$ cat src/rtl/sc_session_pkg.sv
package sc_session_pkg;

  typedef enum logic [2:0] {
    ST_IDLE       = 3'd0,
    ST_ACTIVATING = 3'd1,
    ST_ACTIVE     = 3'd2,
    ST_DEACT      = 3'd3,
    ST_PWRDN      = 3'd4
  } seq_state_e;

  typedef struct packed {
    logic req_n;
    logic rst_lvl;
    logic pwrdn;
    logic vsel;
  } host_cmd_t;

  localparam host_cmd_t HOST_CMD_RESET = '{req_n: 1'b1, rst_lvl: 1'b0, pwrdn: 1'b0, vsel: 1'b0};

  localparam int SENSE_W   = 4;
  localparam int SENSE_DET = 3;
  localparam int SENSE_VCC = 2;
  localparam int SENSE_TH  = 1;
  localparam int SENSE_OC  = 0;

endpackage

$ cat src/rtl/sc_sync2.sv
module sc_sync2 #(
  parameter int WIDTH = 4,
  parameter logic [WIDTH-1:0] RST_VAL = '0
) (
  input  logic             clk,
  input  logic             rst_n,
  input  logic [WIDTH-1:0] d,
  output logic [WIDTH-1:0] q
);

  genvar gi;
  generate
    for (gi = 0; gi < WIDTH; gi++) begin : g_bit
      logic meta_q;
      logic stab_q;
      always_ff @(posedge clk or negedge rst_n) begin
        if (!rst_n) begin
          meta_q <= RST_VAL[gi];
          stab_q <= RST_VAL[gi];
        end else begin
          meta_q <= d[gi];
          stab_q <= meta_q;
        end
      end
      assign q[gi] = stab_q;
    end
  endgenerate

endmodule

$ cat src/rtl/sc_host_hold.sv
module sc_host_hold
  import sc_session_pkg::*;
(
  input  logic      clk,
  input  logic      rst_n,
  input  logic      cs,
  input  host_cmd_t cmd_in,
  output host_cmd_t cmd_q
);

  always_ff @(posedge clk or negedge rst_n) begin
    if (!rst_n) begin
      cmd_q <= HOST_CMD_RESET;
    end else if (cs) begin
      cmd_q <= cmd_in;
    end
  end

endmodule

$ cat src/rtl/sc_seq_fsm.sv
module sc_seq_fsm
  import sc_session_pkg::*;
#(
  parameter int ACT_CYCLES   = 6,
  parameter int DEACT_CYCLES = 4
) (
  input  logic       clk,
  input  logic       rst_n,
  input  logic       req_n,
  input  logic       pwrdn,
  input  logic       card_in,
  input  logic       sess_fault,
  output seq_state_e state,
  output logic       fault_lat
);

  localparam int MAX_CYC = (ACT_CYCLES > DEACT_CYCLES) ? ACT_CYCLES : DEACT_CYCLES;
  localparam int CNT_W   = (MAX_CYC > 1) ? $clog2(MAX_CYC) : 1;
  localparam logic [CNT_W-1:0] ACT_LAST   = CNT_W'(ACT_CYCLES - 1);
  localparam logic [CNT_W-1:0] DEACT_LAST = CNT_W'(DEACT_CYCLES - 1);

  seq_state_e       state_q, state_d;
  logic [CNT_W-1:0] cnt_q, cnt_d;
  logic             in_session;
  logic             lat_set, lat_clr;

  assign in_session = (state_q == ST_ACTIVATING) || (state_q == ST_ACTIVE);

  always_comb begin
    state_d = state_q;
    cnt_d   = cnt_q;
    unique case (state_q)
      ST_IDLE: begin
        cnt_d = '0;
        if (!req_n && card_in && !fault_lat) begin
          state_d = ST_ACTIVATING;
        end else if (pwrdn) begin
          state_d = ST_PWRDN;
        end
      end
      ST_ACTIVATING: begin
        if (sess_fault) begin
          state_d = ST_DEACT;
          cnt_d   = '0;
        end else if (cnt_q == ACT_LAST) begin
          state_d = ST_ACTIVE;
          cnt_d   = '0;
        end else begin
          cnt_d = cnt_q + CNT_W'(1);
        end
      end
      ST_ACTIVE: begin
        cnt_d = '0;
        if (sess_fault || req_n) begin
          state_d = ST_DEACT;
        end
      end
      ST_DEACT: begin
        if (cnt_q == DEACT_LAST) begin
          state_d = ST_IDLE;
          cnt_d   = '0;
        end else begin
          cnt_d = cnt_q + CNT_W'(1);
        end
      end
      ST_PWRDN: begin
        cnt_d = '0;
        if (!pwrdn) begin
          state_d = ST_IDLE;
        end
      end
      default: begin
        state_d = ST_IDLE;
        cnt_d   = '0;
      end
    endcase
  end

  always_ff @(posedge clk or negedge rst_n) begin
    if (!rst_n) begin
      state_q <= ST_IDLE;
      cnt_q   <= '0;
    end else begin
      state_q <= state_d;
      cnt_q   <= cnt_d;
    end
  end

  assign lat_set = in_session && sess_fault;
  assign lat_clr = (state_q == ST_IDLE) && req_n;

  always_ff @(posedge clk or negedge rst_n) begin
    if (!rst_n) begin
      fault_lat <= 1'b0;
    end else if (lat_set) begin
      fault_lat <= 1'b1;
    end else if (lat_clr) begin
      fault_lat <= 1'b0;
    end
  end

  assign state = state_q;

endmodule

$ cat src/rtl/sc_session_ctl.sv
module sc_session_ctl
  import sc_session_pkg::*;
#(
  parameter int ACT_CYCLES   = 6,
  parameter int DEACT_CYCLES = 4
) (
  input  logic       clk,
  input  logic       rst_n,
  input  logic       cs,
  input  logic       act_req_n,
  input  logic       host_rst,
  input  logic       pwrdn_req,
  input  logic       vsel,
  input  logic       card_det,
  input  logic       vcc_fault,
  input  logic       therm_fault,
  input  logic       ocp_fault,
  output logic       status_n,
  output logic       status_oe,
  output logic       host_pull_en,
  output logic       card_rst,
  output logic       card_vcc_en,
  output logic       card_vsel,
  output logic       session_active,
  output logic [2:0] seq_state
);

  host_cmd_t            cmd_in;
  host_cmd_t            cmd_q;
  logic [SENSE_W-1:0]   sense_raw;
  logic [SENSE_W-1:0]   sense_s;
  logic                 det_s;
  logic                 supply_fault;
  logic                 sess_fault;
  logic                 fault_lat;
  seq_state_e           state;

  assign cmd_in = '{req_n: act_req_n, rst_lvl: host_rst, pwrdn: pwrdn_req, vsel: vsel};

  sc_host_hold u_hold (
    .clk    (clk),
    .rst_n  (rst_n),
    .cs     (cs),
    .cmd_in (cmd_in),
    .cmd_q  (cmd_q)
  );

  always_comb begin
    sense_raw            = '0;
    sense_raw[SENSE_DET] = card_det;
    sense_raw[SENSE_VCC] = vcc_fault;
    sense_raw[SENSE_TH]  = therm_fault;
    sense_raw[SENSE_OC]  = ocp_fault;
  end

  sc_sync2 #(
    .WIDTH   (SENSE_W),
    .RST_VAL ('0)
  ) u_sync (
    .clk   (clk),
    .rst_n (rst_n),
    .d     (sense_raw),
    .q     (sense_s)
  );

  assign det_s        = sense_s[SENSE_DET];
  assign supply_fault = sense_s[SENSE_VCC] | sense_s[SENSE_TH] | sense_s[SENSE_OC];
  assign sess_fault   = !det_s || supply_fault;

  sc_seq_fsm #(
    .ACT_CYCLES   (ACT_CYCLES),
    .DEACT_CYCLES (DEACT_CYCLES)
  ) u_fsm (
    .clk        (clk),
    .rst_n      (rst_n),
    .req_n      (cmd_q.req_n),
    .pwrdn      (cmd_q.pwrdn),
    .card_in    (det_s),
    .sess_fault (sess_fault),
    .state      (state),
    .fault_lat  (fault_lat)
  );

  assign status_n       = cmd_q.req_n ? det_s : !fault_lat;
  assign status_oe      = cs;
  assign host_pull_en   = !cs;
  assign session_active = (state == ST_ACTIVE);
  assign card_rst       = (state == ST_ACTIVE) && cmd_q.rst_lvl;
  assign card_vcc_en    = (state == ST_ACTIVATING) || (state == ST_ACTIVE);
  assign card_vsel      = cmd_q.vsel;
  assign seq_state      = state;

endmodule

$ cat config.mk
export PLATFORM = sky130hd
export DESIGN_NAME = sc_session_ctl
export DESIGN_NICKNAME = d
export VERILOG_FILES = /design/src/rtl/sc_session_pkg.sv /design/src/rtl/sc_sync2.sv /design/src/rtl/sc_host_hold.sv /design/src/rtl/sc_seq_fsm.sv /design/src/rtl/sc_session_ctl.sv
export SDC_FILE = /design/constraint.sdc
export NUM_CORES = 1
export LEC_CHECK = 0
export ABC_AREA = 1
export BUFFER_PORTS_ARGS = -buffer_cell sky130_fd_sc_hd__buf_2
export CORE_AREA = 2 2 47 49
export DETAILED_ROUTE_END_ITERATION = 7
export DIE_AREA = 0 0 49 51
export GPL_ROUTABILITY_DRIVEN = 0
export PLACE_DENSITY_LB_ADDON = 0.25
export RECOVER_POWER = 100
export SYNTH_ARGS = -nofsm -noshare
export SYNTH_HDL_FRONTEND = slang
export SYNTH_HIERARCHICAL = 1
export SYNTH_SLANG_ARGS = --single-unit
$ cat constraint.sdc
create_clock -name clk -period 1.8 [get_ports clk]
set_input_delay 0.18 -clock clk [delete_from_list [all_inputs] [get_ports clk]]
set_output_delay 0.18 -clock clk [all_outputs]
set_load 0.05 [all_outputs]
; ---- After elaboration in Yosys (flattened, before gate mapping)
; Index checks and enable logic that the tools add are counted.
[totals]
rom_bits = 0
mem_count = 0
latchBits = 0
output_inout_bits = 10
wordCells = 59
ram_bits = 0
register_bits = 19
[classes]
n_bitwise = 2
order_cmp = 0
reduce_logical = 15
n_mux = 15
eq_ne = 11
multipliers = 0
shift = 0
n_addsub = 1
div = 0
[ops]
columns = op, count
row1 = 3-bit 2-to-1 mux, 10
row2 = 3-bit case mux with 5 select lines, 1
row3 = "3-bit by 2-bit == test with 1-bit output, second input constant", 3
row4 = "3-bit == test, second input constant", 2
row5 = 3-bit case mux with 2 select lines, 1
row6 = 1-bit logical AND, 5
row7 = 5-bit AND reduction, 1
row8 = 1-bit zero test, 4
row9 = "2-bit by 1-bit inequality test with 1-bit output, second input constant", 2
row10 = "3-bit by 1-bit adder with 3-bit output, second input constant", 1
row11 = "3-bit by 1-bit == test with 1-bit output, second input constant", 1
row12 = 3-bit zero test, 1
row13 = 1-bit logical OR, 3
row14 = 1-bit 2-to-1 mux, 3
row15 = "3-bit by 1-bit inequality test with 1-bit output, second input constant", 1
row16 = "3-bit by 2-bit inequality test with 1-bit output, second input constant", 1
row17 = "2-bit inequality test, second input constant", 1
row18 = 1-bit bitwise OR, 2
row19 = 2-bit nonzero test, 1

; ---- Logic depth before layout (Yosys ltp)
[logic_depth]
ltp_word = 6
ltp_mapped = 11
mapped_depth_nobuf = 10

; ---- Cells and area by module
; Netlist, hierarchy kept.
[by_module_without_submodules]
columns = module, n_inst, area_per_inst_um2, cells_per_inst
row1 = sc_seq_fsm, 1, 523.0, 72
row2 = sc_sync2, 1, 230.2, 12
row3 = sc_host_hold, 1, 150.1, 17
row4 = sc_session_ctl, 1, 73.8, 14

; ---- Worst setup path before layout
; Ideal clock, no wire load.
[synth_timing]
path_type = flip-flop to output port
start = register u_fsm.fault_lat
end = output status_n
path_stages_with_launch = 2
required_time_ps = 1620
arrival_ps = 1481
slack_ps = 139
cell_sequence = dfrtp_1 o21ai_0
[synth_between]
elab_chain_len = 2
[synth_rtl]
columns = item, line
row1 = start: declaration, sc_seq_fsm.sv:14  ; output logic fault_lat
row2 = start signal: assignment, sc_seq_fsm.sv:94  ; fault_lat <= 1'b0;
row3 = start signal: assignment, sc_seq_fsm.sv:96  ; fault_lat <= 1'b1;
row4 = start signal: assignment, sc_seq_fsm.sv:98  ; fault_lat <= 1'b0;
row5 = 1-bit zero test, sc_session_ctl.sv:84  ; assign status_n = cmd_q.req_n ? det_s : !fault_lat;
row6 = 1-bit 2-to-1 mux, sc_session_ctl.sv:84
row7 = end: declaration, sc_session_ctl.sv:18  ; output logic status_n,
; Every way passes these cells.

; ---- Worst setup path after layout
[layout_timing]
start = register u_hold/cmd_q[3] (netlist name)
end = output status_n
[layout_between]
elab_chain_len = 1
[layout_rtl]
columns = item, line
row1 = 1-bit 2-to-1 mux, sc_session_ctl.sv:84
; Every way passes these cells.

==> impl_metrics.sql <==
INSERT INTO impl_metrics (metric_group, metric, value, unit) VALUES
('worst_setup_path', 'path_class', 'flip-flop to output pin', ''),
('status', 'status', 'finished, final reports clean', ''),
('timing', 'hold_violations', '0', ''),
('die', 'start_util', '0.474', ''),
('cts', 'postCtsSetupBuffers', '0', ''),
('cts', 'post_cts.resized_instances', '0', ''),
('grt', 'grtUsageTotal', '0.154', ''),
('cells_and_area', 'area_growth_syn_to_layout', '14.9', '%'),
('timing', 'timing.hold.ws', '0.0853', 'ns'),
('grt', 'via_count_of_the_first_global_routing_pass', '736', ''),
('routing', 'drt_first_pass_iters', '6', ''),
('cts', 'tritoncts', 'built', ''),
('logic_synthesis', 'largest_family_of_logic_cells_by_synthesized_area', 'simple AND/OR/NAND/NOR gates', ''),
('placement', 'port_buffers', '20', ''),
('timing', 'fmax', '0.669', 'GHz'),
('routing', 'drt-total-wl', '1570', 'µm'),
('logic_synthesis', 'post_synth_and_or_nand_nor_area_fraction', '0.329', ''),
('die', 'ios', '21', ''),
('grt', 'grt_pass1_wl', '2880', 'µm'),
('logic_synthesis', 'synth_seq_cells', '19', ''),
('placement', 'placement_setup_slack', '0.455', 'ns'),
('logic_synthesis', 'synth_warnings', '6', ''),
('worst_setup_path', 'path_cells', 'nand2_1 -> o21ai_0 -> clkbuf_2', ''),
('cells_and_area', 'final-seq-area', '477', 'µm²'),
('worst_setup_path', 'worstPathBufferInverterCount', '1', ''),
('logic_synthesis', 'multiplexer_fraction_of_the_synthesized_cell_area', '0', ''),
('logic_synthesis', 'post_synth_adder_cell_area', '0.0512', ''),
('die', 'floorplan.die_area', '2500', 'µm²'),
('worst_setup_path', 'cell_with_the_largest_stage_delay_on_the_worst_path', 'dfstp_1', ''),
('timing', 'layout_worst_path_cycle_share', '0.831', ''),
('timing', 'timing.final.crit_period', '1.50', 'ns'),
('worst_setup_path', 'r2r_slack', '0.37', 'ns'),
('power_and_ir_drop', 'leakagePower', '0.602', 'nW'),
('cells_and_area', 'area_of_combinational_cells_with_multiple_inputs', '368', 'µm²'),
('logic_synthesis', 'synthesized_area_fraction_occupied_by_ao_oa_aoi_and_oai_cells', '0.0166', ''),
('timing', 'final.setup_skew', '0.00200', 'ns'),
('power_and_ir_drop', 'power_per_cell_area', '1340', 'nW/µm²'),
('logic_synthesis', 'synthesis.area', '977', 'µm²'),
('timing', 'timing.slew.headroom', '0.368', ''),
('timing', 'fin_tns_setup', '0', 'ns'),
('cells_and_area', 'mostFrequentLayoutCells', 'nand2_1, dfrtp_1, inv_1, nor2_1', ''),
('cells_and_area', 'layout.cells.most_common', 'nand2_1', ''),
('routing', 'post-route-drc-count', '0', ''),
('logic_synthesis', 'synth.net_count', '130', ''),
('die', 'die_w', '49', 'µm'),
('die', 'rows', '17', ''),
('logic_synthesis', 'syn-mean-instance-area', '8.50', 'µm²'),
('cts', 'worst_setup_hold_path_clk_slew', '0.09', 'ns'),
('cells_and_area', 'final_nets', '155', ''),
('timing', 'number_of_max_slew_violations_in_the_final_report', '0', ''),
('cells_and_area', 'num_antenna_cells', '0', ''),
('cts', 'clk_path_buf_depth', '2', ''),
('grt', 'total_congestion_overflow', '0', ''),
('worst_setup_path', 'cp-end-kind', 'output pin', ''),
('cells_and_area', 'ratio_of_cells_with_drive_above_1_in_the_final_layout', '0.223', ''),
('placement', 'detailedPlacementHpwl', '1230', 'µm'),
('logic_synthesis', 'synth_cell_types', '18', ''),
('worst_setup_path', 'critPathTopFamily', 'flip-flops', ''),
('timing', 'setup-violations-final', '0', ''),
('cts', 'cts_sinks', '19', ''),
('cts', 'postCtsHoldBufs', '5', ''),
('routing', 'remaining_antenna_violation_count', '0', ''),
('worst_setup_path', 'critPathRequiredTime', '1.62', 'ns'),
('cts', 'worstSkewPairLatency', '0.28', 'ns'),
('grt', 'antenna_found_initial', '0', ''),
('routing', 'avgRoutedWirePerCell', '9.37', 'µm'),
('grt', 'maximum_number_of_pins_on_one_net_before_global_route_repair', '20', ''),
('timing', 'rsz0062_at_grt', 'no', ''),
('die', 'fp.dieH', '51', 'µm'),
('timing', 'worstMarginPinSlew', '0.948', 'ns'),
('die', 'core', '2060', 'µm²');
-- final timing paths --
kind	from	end	depth (start not counted)
worst max-delay path	u_hold/cmd_q[3]$_DFFE_PN1P_	status_n	3
worst min-delay path	act_req_n	u_hold/cmd_q[3]$_DFFE_PN1P_	3
worst max register to register	u_fsm/cnt_q[0]$_DFF_PN0_	u_fsm/state[1]$_DFFE_PN0P_	9
worst min register to register	u_sync/g_bit[1].meta_q$_DFF_PN0_	u_sync/g_bit[1].stab_q$_DFF_PN0_	0
max in group asynchronous	rst_n	u_fsm/cnt_q[0]$_DFF_PN0_	2
min in group asynchronous	rst_n	u_fsm/state[2]$_DFFE_PN0P_	2
-- routing by layer --
layer | GRT usage | vias to the layer above | wire length, µm
li1 | - | 392 | -
met1 | 0.184 | 345 | 749
met2 | 0.265 | 14 | 751
met3 | 0.0263 | 2 | 46
met4 | 0.0857 | 0 | 17
met5 | 0 | - | 0
-- flip-flops by register name, indices dropped and copies added (netlist names) --
name	cells
u_sync/g_bit.stab_q	4
u_hold/cmd_q	4
u_sync/g_bit.meta_q	4
u_fsm/state	3
u_fsm/fault_lat	1
u_fsm/cnt_q	3
-- cells in the mapped netlist --
| library cell | instances | area (µm²) |
|---|---|---|
| nor2_2 | 5 | 31.3 |
| dfstp_2 | 1 | 26.3 |
| inv_2 | 7 | 26.3 |
| buf_4 | 5 | 37.5 |
| inv_1 | 13 | 48.8 |
| o21ai_0 | 2 | 10.0 |
| nand3_1 | 9 | 45.0 |
| dfrtp_1 | 18 | 450 |
| nand2_2 | 4 | 25.0 |
| nand2_1 | 28 | 105 |
| nand3b_2 | 1 | 11.3 |
| o22ai_1 | 1 | 6.26 |
| nor2_4 | 2 | 22.5 |
| nand3_2 | 1 | 10.0 |
| ha_1 | 4 | 50.1 |
| nand3b_1 | 3 | 22.5 |
| nor2_1 | 10 | 37.5 |
| nand2_4 | 1 | 11.3 |
-- report_power, final --
group | switching, mW | internal, mW | total (mW)
sequential | 0.0852 | 0.492 | 0.577
clock | 0.116 | 0.0860 | 0.202
combinational | 0.534 | 0.196 | 0.731
total | 0.735 | 0.774 | 1.51
-- worst reg2reg max path, cell delays in order (launching register included) --
cell and delay (ns):
dfrtp_1 0.39, ha_1 0.18, ha_1 0.15, nor2_1 0.05, nand2_2 0.06, inv_1 0.03, nor2_1 0.24, nand3_1 0.11
nand2_1 0.07, nand2_1 0.05
-- logic make-up (layout without fill, tap and decap cells) --
| family | count (synthesis) | count (layout) |
|---|---|---|
| DFF | 19 | 19 |
| adders and majority gates | 4 | 4 |
| buffers and inverters | 25 | 49 |
| and+or+nand+nor | 64 | 64 |
| AOI/OAI and AO/OA | 3 | 3 |
-- area by class of cell --
| class | count | area share |
|---|---|---|
| multi-input cells | 71 | 0.328 |
| well taps | 28 | 0.0312 |
| inverters | 20 | 0.0669 |
| clock buffers | 4 | 0.0234 |
| repair buffers | 25 | 0.126 |
| flip-flops and latches | 19 | 0.425 |
-- per-stage QoR --
stage | instances | power, mW | area [µm²]
floorplan | 115 | 1.19 | 977
global placement | 158 | 1.33 | 1070
detailed placement | 158 | 1.34 | 1070
CTS | 167 | 1.56 | 1150
global route | 167 | 1.63 | 1120
finish | 167 | 1.51 | 1120
Power figures use the tool's default switching activity.
